**src/rtl/sfl_hold_pkg.sv**
```systemverilog
package sfl_hold_pkg;
  localparam int PIN_CS   = 0;
  localparam int PIN_HOLD = 1;
  localparam int PIN_SCK  = 2;
  localparam int PIN_SI   = 3;
  localparam int PIN_N    = 4;
  // idle pin levels: chip select high, hold high, clock low, data low
  localparam logic [PIN_N-1:0] PIN_IDLE = 4'b0011;

  typedef enum logic [1:0] {
    HS_IDLE   = 2'd0,
    HS_ACTIVE = 2'd1,
    HS_HELD   = 2'd2
  } hold_st_e;
endpackage

```
**src/rtl/sfl_pin_sync.sv**
```systemverilog
module sfl_pin_sync #(
  parameter int          N      = 4,
  parameter int          STAGES = 2,
  parameter logic [N-1:0] RST_VAL = '0
) (
  input  logic         clk,
  input  logic         rst_n,
  input  logic [N-1:0] d,
  output logic [N-1:0] q
);
  logic [N-1:0] stage_q [STAGES];

  generate
    for (genvar s = 0; s < STAGES; s++) begin : g_stage
      logic [N-1:0] stage_d;
      if (s == 0) begin : g_first
        assign stage_d = d;
      end else begin : g_next
        assign stage_d = stage_q[s-1];
      end
      always_ff @(posedge clk or negedge rst_n) begin
        if (!rst_n) stage_q[s] <= RST_VAL;
        else        stage_q[s] <= stage_d;
      end
    end
  endgenerate

  assign q = stage_q[STAGES-1];
endmodule

```
**src/rtl/sfl_hold_fsm.sv**
```systemverilog
module sfl_hold_fsm
  import sfl_hold_pkg::*;
(
  input  logic clk,
  input  logic rst_n,
  input  logic cs_n_s,
  input  logic hold_n_s,
  input  logic sck_s,
  output logic held,
  output logic shift_en
);
  hold_st_e st_q, st_d;
  logic     sck_d_q;
  logic     sck_rise;

  always_comb begin
    st_d = st_q;
    case (st_q)
      HS_IDLE:   if (!cs_n_s) st_d = HS_ACTIVE;
      HS_ACTIVE: begin
        if (cs_n_s)                  st_d = HS_IDLE;
        else if (!hold_n_s && !sck_s) st_d = HS_HELD;
      end
      HS_HELD: begin
        if (cs_n_s)                  st_d = HS_IDLE;
        else if (hold_n_s && !sck_s) st_d = HS_ACTIVE;
      end
      default: st_d = HS_IDLE;
    endcase
  end

  always_ff @(posedge clk or negedge rst_n) begin
    if (!rst_n) begin
      st_q    <= HS_IDLE;
      sck_d_q <= 1'b0;
    end else begin
      st_q    <= st_d;
      sck_d_q <= sck_s;
    end
  end

  assign sck_rise = sck_s & ~sck_d_q;
  assign held     = (st_q == HS_HELD);
  assign shift_en = sck_rise & ~cs_n_s & (st_q == HS_ACTIVE);
endmodule

```
**src/rtl/sfl_shift_track.sv**
```systemverilog
module sfl_shift_track #(
  parameter int DATA_W = 8,
  localparam int CNT_W = (DATA_W > 1) ? $clog2(DATA_W) : 1
) (
  input  logic              clk,
  input  logic              rst_n,
  input  logic              clear,
  input  logic              shift_en,
  input  logic              si_s,
  output logic [CNT_W-1:0]  bit_cnt,
  output logic [DATA_W-1:0] shift_data
);
  localparam logic [CNT_W-1:0] CNT_LAST = CNT_W'(DATA_W - 1);

  logic [CNT_W-1:0]  cnt_q, cnt_d;
  logic [DATA_W-1:0] data_q, data_d;

  always_comb begin
    cnt_d  = cnt_q;
    data_d = data_q;
    if (clear) begin
      cnt_d  = '0;
      data_d = '0;
    end else if (shift_en) begin
      cnt_d  = (cnt_q == CNT_LAST) ? '0 : cnt_q + 1'b1;
      data_d = {data_q[DATA_W-2:0], si_s};
    end
  end

  always_ff @(posedge clk or negedge rst_n) begin
    if (!rst_n) begin
      cnt_q  <= '0;
      data_q <= '0;
    end else if (clear || shift_en) begin
      cnt_q  <= cnt_d;
      data_q <= data_d;
    end
  end

  assign bit_cnt    = cnt_q;
  assign shift_data = data_q;
endmodule

```
**src/rtl/sfl_hold_seq.sv**
```systemverilog
module sfl_hold_seq
  import sfl_hold_pkg::*;
#(
  parameter int DATA_W      = 8,
  parameter int SYNC_STAGES = 2,
  localparam int CNT_W      = (DATA_W > 1) ? $clog2(DATA_W) : 1
) (
  input  logic              clk,
  input  logic              rst_n,
  input  logic              cs_n_pin,
  input  logic              hold_n_pin,
  input  logic              sck_pin,
  input  logic              si_pin,
  input  logic              read_phase,
  output logic              hold_flag,
  output logic              shift_en,
  output logic              so_oe,
  output logic [CNT_W-1:0]  bit_cnt,
  output logic [DATA_W-1:0] shift_data
);
  logic [1:0]       rst_pipe_q;
  logic             rst_int_n;
  logic [PIN_N-1:0] pins_raw, pins_s;
  logic             cs_n_s, hold_n_s, sck_s, si_s;

  // asynchronous assertion, synchronous release
  always_ff @(posedge clk or negedge rst_n) begin
    if (!rst_n) rst_pipe_q <= 2'b00;
    else        rst_pipe_q <= {rst_pipe_q[0], 1'b1};
  end
  assign rst_int_n = rst_pipe_q[1];

  always_comb begin
    pins_raw           = '0;
    pins_raw[PIN_CS]   = cs_n_pin;
    pins_raw[PIN_HOLD] = hold_n_pin;
    pins_raw[PIN_SCK]  = sck_pin;
    pins_raw[PIN_SI]   = si_pin;
  end

  sfl_pin_sync #(
    .N      (PIN_N),
    .STAGES (SYNC_STAGES),
    .RST_VAL(PIN_IDLE)
  ) u_sync (
    .clk  (clk),
    .rst_n(rst_int_n),
    .d    (pins_raw),
    .q    (pins_s)
  );

  assign cs_n_s   = pins_s[PIN_CS];
  assign hold_n_s = pins_s[PIN_HOLD];
  assign sck_s    = pins_s[PIN_SCK];
  assign si_s     = pins_s[PIN_SI];

  sfl_hold_fsm u_fsm (
    .clk     (clk),
    .rst_n   (rst_int_n),
    .cs_n_s  (cs_n_s),
    .hold_n_s(hold_n_s),
    .sck_s   (sck_s),
    .held    (hold_flag),
    .shift_en(shift_en)
  );

  sfl_shift_track #(
    .DATA_W(DATA_W)
  ) u_track (
    .clk       (clk),
    .rst_n     (rst_int_n),
    .clear     (cs_n_s),
    .shift_en  (shift_en),
    .si_s      (si_s),
    .bit_cnt   (bit_cnt),
    .shift_data(shift_data)
  );

  assign so_oe = read_phase & ~cs_n_s & ~hold_flag;
endmodule

```
**config.mk**
```make
export PLATFORM = sky130hd
export DESIGN_NAME = sfl_hold_seq
export DESIGN_NICKNAME = d
export VERILOG_FILES = /design/src/rtl/sfl_hold_pkg.sv /design/src/rtl/sfl_pin_sync.sv /design/src/rtl/sfl_hold_fsm.sv /design/src/rtl/sfl_shift_track.sv /design/src/rtl/sfl_hold_seq.sv
export SDC_FILE = /design/constraint.sdc
export NUM_CORES = 1
export LEC_CHECK = 0
export BUFFER_PORTS_ARGS = -buffer_cell sky130_fd_sc_hd__buf_2
export CORE_MARGIN = 10
export CORE_UTILIZATION = 55
export CTS_CLUSTER_DIAMETER = 50
export CTS_CLUSTER_SIZE = 8
export DETAILED_ROUTE_END_ITERATION = 7
export PLACE_DENSITY = 0.89
export SYNTH_ARGS = -nofsm -noshare
export SYNTH_HDL_FRONTEND = slang
export SYNTH_SLANG_ARGS = --single-unit
```
**constraint.sdc**
```tcl
create_clock -name clk -period 4.09 [get_ports clk]
set_input_delay 0.818 -clock clk [delete_from_list [all_inputs] [get_ports clk]]
set_output_delay 0.818 -clock clk [all_outputs]
set_load 0.01 [all_outputs]
```
# Word level (Yosys, flattened, before mapping)
# Index checks and enable logic that the tools add are counted.
# op_classes
addsub	1
eq_ne	6
muxes	11
n_bitwise	8
reduce_logical	9
# ops
operator	count
8-bit two-way mux	2
2-bit two-way mux	5
3-bit two-way mux	3
2-bit one-hot mux with 3 select lines	1
1-bit bitwise AND	5
3-bit by 1-bit adder with 3-bit output (second input constant)	1
3-bit equality test (second input constant)	1
3-bit by 1-bit != test with 1-bit output (second input constant)	1
3-bit by 2-bit != test with 1-bit output (second input constant)	1
1-bit inverter	3
3-bit AND reduction	1
2-bit by 1-bit equality test with 1-bit output (second input constant)	1
2-bit equality test (second input constant)	1
1-bit logical AND	2
1-bit zero test	2
2-bit zero test	1
2-bit != test (second input constant)	1
2-bit AND reduction	1
2-bit nonzero test	1
1-bit logical OR	1
# totals
regBits	24
inputBits	7
out_inout_bits	14
elab_cells	42

# Depth between registers and ports, before layout
# Gate-level depths: netlist (run 1).
# depth
ltp_word	6
ltp_mapped	4
ltp_nobuf	4

# Modules after synthesis
# A second synthesis (run 1) with hierarchy kept.
# unflattened
hier_cells	63
hier_area_um2	898.4
# modules_own_cells
mod	instances	cells_each	area_each_um2	seq_area_each_um2
sfl_shift_track	1	38	469.2	275.3
sfl_pin_sync	1	8	205.2	205.2
sfl_hold_fsm	1	13	157.7	75.1
sfl_hold_seq	1	4	66.3	50.0

# Worst setup path before layout (run 1)
# Ideal clock, no wire load.
# synth_timing
kind	input to output
from	in read_phase
to	out so_oe
arrival_time_ns	1.124
required_ns	3.272
path_slack_ns	2.148
path_stages	1
n_path_buf	0
path_cell_list	nor3b_1
# synth_via
elab_chain_len	2
# synth_lines
element	line	source
start, declared	sfl_hold_seq.sv:14	input logic read_phase,
1-bit bitwise AND (2 in series)	sfl_hold_seq.sv:79	assign so_oe = read_phase & ~cs_n_s & ~hold_flag;
end, declared	sfl_hold_seq.sv:17	output logic so_oe,
# Every way passes these cells.

# Worst setup path after layout (run 1)
# layout_timing
from	reg u_fsm.st_q[1]
to	out shift_en
# layout_via
elab_chain_len	2
# layout_lines
element	line	source
start, declared	sfl_hold_fsm.sv:12	hold_st_e st_q, st_d;
start signal, assigned	sfl_hold_fsm.sv:37	st_q <= st_d;
2-bit by 1-bit equality test with 1-bit output	sfl_hold_fsm.sv:44	assign shift_en = sck_rise & ~cs_n_s & (st_q == HS_ACTIVE);
1-bit bitwise AND	sfl_hold_fsm.sv:44	
end, declared	sfl_hold_seq.sv:16	output logic shift_en,
# Every way passes these cells.

==> results of run 1 <==
[synth_stat cells]
cell | count | area [sq um]
and2_1 | 1 | 6.26
and4bb_4 | 1 | 16.3
buf_12 | 1 | 20.0
buf_2 | 1 | 5.00
clkbuf_1 | 1 | 3.75
conb_1 | 1 | 3.75
dfrtp_1 | 20 | 500
dfstp_2 | 4 | 105
ha_1 | 2 | 25.0
inv_1 | 1 | 3.75
mux2_2 | 1 | 11.3
mux2i_1 | 10 | 100
nand2b_1 | 15 | 93.8
nor2b_1 | 3 | 18.8
nor3_1 | 1 | 5.00
nor3b_1 | 2 | 15.0
o211a_1 | 1 | 10.0
o21a_1 | 1 | 7.51
o32ai_1 | 1 | 8.76
[metal layers]
layer | track usage (%) | vias to the layer above | share of wire, %
met2 | 14.6 | 14 | 47
met5 | 0 | - | 0
met1 | 10.5 | 282 | 46
met4 | 5.73 | 0 | 0.57
met3 | 2.64 | 2 | 6.1
li1 | - | 266 | -
[registers in the layout, summed over array words and instances (netlist names)]
register,cells
u_track.shift_data,8
u_sync.g_stage.stage_d,4
rst_pipe_q,2
u_fsm.sck_d_q,1
u_fsm.st_q,2
u_sync.q,4
u_track.bit_cnt,3
[cell type report]
class,count,area (sq um)
inverters,1,3.75
multi-input cells,40,322
well taps,17,21.3
flip-flops and latches,24,606
repair buffers,20,100
fillers,143,601
clock buffers,4,36.3
[kinds of logic (layout without fill, tap and decap cells)]
logic type	count (synthesis)	count (layout)
flops	24	24
simple gates	23	23
mux	11	11
buf+inv	4	25
compound gates	3	3
fa+ha+maj	2	2
other cells	1	1
[worst max-delay path by stage]
stage,startpoint,to,slack (ps),depth (start not counted)
after floorplan,read_phase,so_oe,2150,1
after global placement,read_phase,so_oe,2080,3
after detailed placement,read_phase,so_oe,2080,3
after CTS,u_fsm.st_q[1],shift_en,1750,3
after global routing,u_fsm.st_q[1],shift_en,1700,3
final,u_fsm.st_q[1],shift_en,1760,3
[report_power, final]
| part | switching [mW] | internal (mW) | leakage, nW |
|---|---|---|---|
| Clock | 0.0671 | 0.0543 | 0.0210 |
| Combinational | 0.00932 | 0.0139 | 0.222 |
| Sequential | 0.0112 | 0.247 | 0.302 |
==> results by group, run 1 <==
Run status
  – Outcome: finished clean

Critical path
  – Required time worst endpoint: 3270 ps
  – R2r setup slk: 2710 ps
  – Crit path largest cell delay: 480 ps
  – CP endpoint kind: output pin
  – Critical Path, Cell by Cell: and4bb_4 -> and2_1 -> buf_2
  – Worst Setup Start Kind: flip-flop
  – Critical path arrival: 1510 ps
  – CP Buf/Inv Count: 1
  – R2R cell count: 2
  – R2R Path Start: u_fsm.st_q[1]
  – Critical path's slowest cell: and4bb_4
  – Crit-path leading delay family: simple AND/OR/NAND/NOR gates
  – Crit-path max FO: 12
  – Reg-to-reg critical path endpoint: u_track.bit_cnt[0]
  – Crit path kind: reg -> out

Final layout
  – Area grow syn2layout: 13.4%
  – Share of cells above drive strength 1: 33.7%
  – Antenna cells: 0
  – Post-Route Utilization: 64.4%
  – Final instance area: 0.00109 sq mm
  – Fin cells: 106
  – Most frequent cells in the layout: buf_2 (20), dfrtp_1 (20), nand2b_1 (15), mux2i_1 (10), dfstp_2 (4)
  – NumNets Final: 99

Floorplan
  – Num ports: 21
  – Core ar.: 0.00169 sq mm
  – Effective utilization at floorplan: 56.8%
  – Rows: 15
  – Die Ht: 61.8 microns
  – Die ar.: 0.00382 sq mm
  – Die Wd: 61.8 microns

Clocking
  – Root buffer cell: clkbuf_4
  – Sink Count: 24
  – Post-CTS sizing: 0
  – Max Root-Sink Buffers: 2
  – CTS tree: done
  – Post-CTS Setup Bufs: 0
  – Post-CTS Hold Buffers: 0
  – Num CTS Buffers: 3
  – H-tree Lvls: 1
  – Clock latency on the worst-skew pair: 310 ps
  – Worst-path clk slew: 130 ps

Detailed routing
  – Post-route ant nets: 0
  – DR iter-0 viols: 4
  – Residual DRC count: 0
  – DR vias: 564
  – Routed vias/inst: 5.32
  – Final wirelength: 1570 microns
  – DRT Pass-1 Iters: 4
  – Wirelength per Cell: 14.8 microns

STA
  – Max_slew headroom: 43.5%
  – Final Hold Viols: 0
  – Max-slew violation count: 0
  – Max Freq: 430 MHz
  – Setup TNS: 0 ps
  – Fin crit share: 56.9%
  – Post-route setup slack: 1760 ps
  – Slew @ Worst Pin: 848 ps
  – Setup Skew: 8.53 ps
  – Hold WS: 260 ps
  – Final min period: 2330 ps
  – RSZ-0062 raised after global routing: false
  – Final setup vio count: 0

Logic synthesis
  – Synth unique cells: 19
  – Cell count after synthesis: 68
  – Post-synthesis mux area share: 11.6%
  – Yosys warns: 0
  – #FFs+latches synth: 24
  – Synth Cell Area: 960 sq um
  – Avg Cell Area, Syn: 14.1 sq um
  – Register area share after synthesis: 63.1%
  – Post-synthesis compound-gate area fraction: 2.74%
  – Post-Synth Adder-Cell Area: 2.61%
  – Syn_nets: 77
  – Post-synthesis xor/xnor area fraction: 0%
  – Largest family of logic cells by synthesized area: simple AND/OR/NAND/NOR gates
  – Synth Area in Simple Gates: 16.2%

Placement
  – Worst slack, placed: 2080 ps
  – Placed Area: 0.00105 sq mm
  – Placer congestion estimate: 0.695
  – Post-placement cell count: 102
  – I/O Buffers: 20

Power
  – Maximum VDD drop: 266 uV
  – Total Power: 0.403 mW
  – Pwr/cell area: 370 mW/mm^2
  – Leak: 0.545 nW

GRT
  – Gr usage total: 9.13%
  – Vias in the first global route: 592
  – First-pass GRT wire length: 2540 microns
  – GRT Residual Overflow: 0
  – Initial antenna violation count: 0
  – Largest net degree at the start of global routing: 23

Min path
  – Hold Path Class: in -> async

Job
  – Max-cap violation count: 0
(Power assumes the default switching activity.)
==> run 2: changes to the inputs <==
--- a/config.mk
+++ b/config.mk
@@ -5,13 +5,14 @@
 export SDC_FILE = /design/constraint.sdc
 export NUM_CORES = 1
 export LEC_CHECK = 0
+export ABC_AREA = 1
 export BUFFER_PORTS_ARGS = -buffer_cell sky130_fd_sc_hd__buf_2
 export CORE_MARGIN = 10
-export CORE_UTILIZATION = 55
+export CORE_UTILIZATION = 51
 export CTS_CLUSTER_DIAMETER = 50
 export CTS_CLUSTER_SIZE = 8
 export DETAILED_ROUTE_END_ITERATION = 7
-export PLACE_DENSITY = 0.89
+export PLACE_DENSITY = 0.84
 export SYNTH_ARGS = -nofsm -noshare
 export SYNTH_HDL_FRONTEND = slang
 export SYNTH_SLANG_ARGS = --single-unit
==> constraint.sdc (replaced) <==
create_clock -name clk -period 2.27 [get_ports clk]
set_input_delay 0.454 -clock clk [delete_from_list [all_inputs] [get_ports clk]]
set_output_delay 0.454 -clock clk [all_outputs]
set_load 0.01 [all_outputs]
==> run 2 against run 1 <==
Final cell count rose by 26%; register-to-register slack got worse by 1900 ps; global-route usage is 0.068 points lower; final area down 1.0%; synthesized cell count rose by 29%; synthesized area decreased by 1.6%; critical path depth up 2; sequential share of layout area up 0.58 points; first-iteration DRC count rose to 7.8 times the previous value; sequential cell count is the same; core utilization shrank 2.7 points; largest cell class unchanged.
==> results by group, run 2 <==
Power
  – Leak: 0.603 nW (was 0.545 nW)
  – Pwr/cell area: 683 mW/mm^2 (was 370 mW/mm^2)
  – Total Power: 0.735 mW (was 0.403 mW)
  – Maximum VDD drop: 526 uV (was 266 uV)

Clocking
  – Root buffer cell: clkbuf_4 (unchanged)
  – Sink Count: 24 (unchanged)
  – CTS tree: done (unchanged)
  – Num CTS Buffers: 3 (unchanged)
  – Worst-path clk slew: 130 ps (about the same)
  – Clock latency on the worst-skew pair: 320 ps (was 310 ps)
  – Max Root-Sink Buffers: 2 (unchanged)
  – H-tree Lvls: 1 (unchanged)

STA
  – Final Hold Viols: 0 (unchanged)
  – Fin crit share: 86.9%
  – Max-slew violation count: 0 (unchanged)
  – Final setup vio count: 0 (unchanged)
  – Max Freq: 507 MHz
  – Setup Skew: 15.6 ps (was 8.53 ps)
  – Hold WS: 231 ps (was 260 ps)
  – Max_slew headroom: 44.4% (was 43.5%)
  – Setup TNS: 0 ps (unchanged)
  – Final min period: 1970 ps
  – Slew @ Worst Pin: 833 ps (was 848 ps)
  – RSZ-0062 raised after global routing: false (unchanged)

Critical path
  – Crit path kind: reg -> out (unchanged)
  – R2R Path Start: u_fsm.st_q[1] (unchanged)
  – Crit-path leading delay family: simple AND/OR/NAND/NOR gates (unchanged)
  – Most frequent CP cell: inv_1
  – Crit path largest cell delay: 400 ps (was 480 ps)
  – Setup crit start: u_sync.q[2] (was u_fsm.st_q[1])
  – Critical path's slowest cell: dfrtp_1 (was and4bb_4)
  – Worst path depth: 5 (was 3)
  – R2R cell count: 3 (was 2)
  – Critical Path, Cell by Cell: inv_1 -> nor2_4 -> nand3_2 -> inv_1 -> buf_2 (was and4bb_4 -> and2_1 -> buf_2)
  – Required time worst endpoint: 1820 ps (was 3270 ps)
  – Worst Setup Start Kind: flip-flop (unchanged)
  – Reg-to-reg critical path endpoint: u_fsm.st_q[0] (was u_track.bit_cnt[0])
  – CP endpoint kind: output pin (unchanged)
  – R2r setup slk: 850 ps (was 2710 ps)
  – Critical path arrival: 1520 ps (was 1510 ps)
  – Crit-path max FO: 12 (unchanged)
  – CP Buf/Inv Count: 3 (was 1)

Min path
  – WHS Endpoint: u_sync.g_stage[1].stage_d[3]
  – Hold Path Class: in -> reg (was in -> async)
  – HP Start: si_pin
  – WHS Path Cells: 1

Logic synthesis
  – Syn_nets: 97 (was 77)
  – Yosys warns: 0 (unchanged)
  – Synth Cell Area: 945 sq um (was 960 sq um)
  – Top-area cell type share of the netlist area: 53.0% (was 52.2%)
  – Post-synth top cells: nand3_1 (22), dfrtp_1 (20), nand2_1 (14) (was dfrtp_1 (20), nand2b_1 (15), mux2i_1 (10))
  – Number of flops mapped to enable cells by yosys: 0 (unchanged)
  – #FFs+latches synth: 24 (unchanged)
  – Predominant post-synthesis flop cell: dfrtp_1 (unchanged)
  – Avg Cell Area, Syn: 10.7 sq um (was 14.1 sq um)
  – Synth area leaders: dfrtp_1 (53%), nand3_1 (12%), dfstp_2 (11%) (was dfrtp_1 (52%), dfstp_2 (11%), mux2i_1 (10%))
  – Largest area contributor in the netlist: dfrtp_1 (unchanged)
  – Register area share after synthesis: 64.1% (was 63.1%)
  – Post-synthesis async set-or-reset flop share: 100% (unchanged)
  – Synth unique cells: 18 (was 19)
  – Cell count after synthesis: 88 (was 68)
  – Count leader, synth: nand3_1 (was dfrtp_1)

Detailed routing
  – DR iter-0 viols: 31 (was 4)
  – Residual DRC count: 0 (unchanged)
  – Routed vias/inst: 4.87 (was 5.32)
  – Wirelength per Cell: 12.3 microns (was 14.8 microns)
  – Post-route ant nets: 0 (unchanged)
  – DR vias: 652 (was 564)
  – Final wirelength: 1650 microns (was 1570 microns)
  – DRT Pass-1 Iters: 4 (unchanged)

Floorplan
  – Rows: 15 (unchanged)
  – Die ar.: 0.00397 sq mm (was 0.00382 sq mm)
  – Die Wd: 63.0 microns (was 61.8 microns)
  – Num ports: 21 (unchanged)
  – Effective utilization at floorplan: 54.1% (was 56.8%)
  – Die Ht: 63.0 microns (was 61.8 microns)
  – Core ar.: 0.00175 sq mm (was 0.00169 sq mm)

Final layout
  – Layout fillers: 157 (was 143)
  – Max reg flops: 8 (unchanged)
  – Most common cell after layout, fill and taps aside: nand3_1
  – NumNets Final: 119 (was 99)
  – Post-Route Utilization: 61.7% (was 64.4%)
  – Area grow syn2layout: 14.0% (was 13.4%)
  – Antenna cells: 0 (unchanged)
  – Fin cells: 134 (was 106)
  – Share of cells above drive strength 1: 30.3% (was 33.7%)
  – Most frequent cells in the layout: nand3_1 (22), buf_2 (20), dfrtp_1 (20), nand2_1 (14), nor2_1 (7) (was buf_2 (20), dfrtp_1 (20), nand2b_1 (15), mux2i_1 (10), dfstp_2 (4))

GRT
  – Largest net degree at the start of global routing: 23 (unchanged)
  – Initial antenna violation count: 0 (unchanged)
  – Vias in the first global route: 683 (was 592)
  – GRT Residual Overflow: 0 (unchanged)
  – Gr usage total: 9.06% (was 9.13%)
  – First-pass GRT wire length: 2950 microns (was 2540 microns)

Run status
  – Outcome: finished clean (unchanged)

Placement
  – Placer congestion estimate: 0.746 (was 0.695)
  – I/O Buffers: 20 (unchanged)
  – Post-placement cell count: 129 (was 102)
  – DP HPWL: 1150 microns

Job
  – Max-cap violation count: 0 (unchanged)
==> run 2: logic make-up (layout without fill, tap and decap cells) <==
| group | count (synthesis) | after routing | share of synthesized area (%) |
|---|---|---|---|
| AOI/OAI and AO/OA | 3 | 3 | 1.59 |
| DFF | 24 | 24 | 64.1 |
| adders and majority gates | 2 | 2 | 2.65 |
| buffers and inverters | 10 | 31 | 6.09 |
| other | 1 | 1 | 0.397 |
| and+or+nand+nor | 48 | 48 | 25.2 |
==> run 2: routing by layer <==
| layer | GRT usage [%] | share of wire, % |
|---|---|---|
| met1 | 11.2 | 51 |
| met2 | 13.2 | 42 |
| met3 | 3.76 | 6.5 |
| met4 | 4.19 | 0.85 |
| met5 | 0 | 0 |
==> run 2: layout make-up <==
class	count	area, sq um	area share [%]
well taps	25	31.3	2.90
clock buffers	4	26.3	2.44
multi-input cells	54	282	26.1
repair buffers	21	110	10.2
inverters	6	22.5	2.09
flip-flops and latches	24	606	56.2
==> run 2: worst max path at each step <==
stage	endpoint	slack (ps)
floorplan	shift_en	950
global placement	shift_en	700
detailed placement	shift_en	640
CTS	shift_en	290
global route	shift_en	140
finish	shift_en	300
==> run 2: where the power goes <==
group	internal (mW)	switching [mW]
sequential	0.450	0.0214
combinational	0.0259	0.0479
clock	0.0686	0.122
==> run 2: timing repair <==
item | 4_1_cts | 5_1_grt
hold buffers | 1 | 0
hold endpoints to repair | 2 | 0
buffers inserted | 0 | 0
gates resized for setup | 0 | 0
==> run 2: through the flow <==
| step | worst slack (ps) | cell area (sq um) |
|---|---|---|
| floorplan | 948 | 945 |
| global placement | 702 | 1040 |
| detailed placement | 645 | 1040 |
| CTS | 289 | 1080 |
| global route | 136 | 1080 |
| finish | 298 | 1080 |
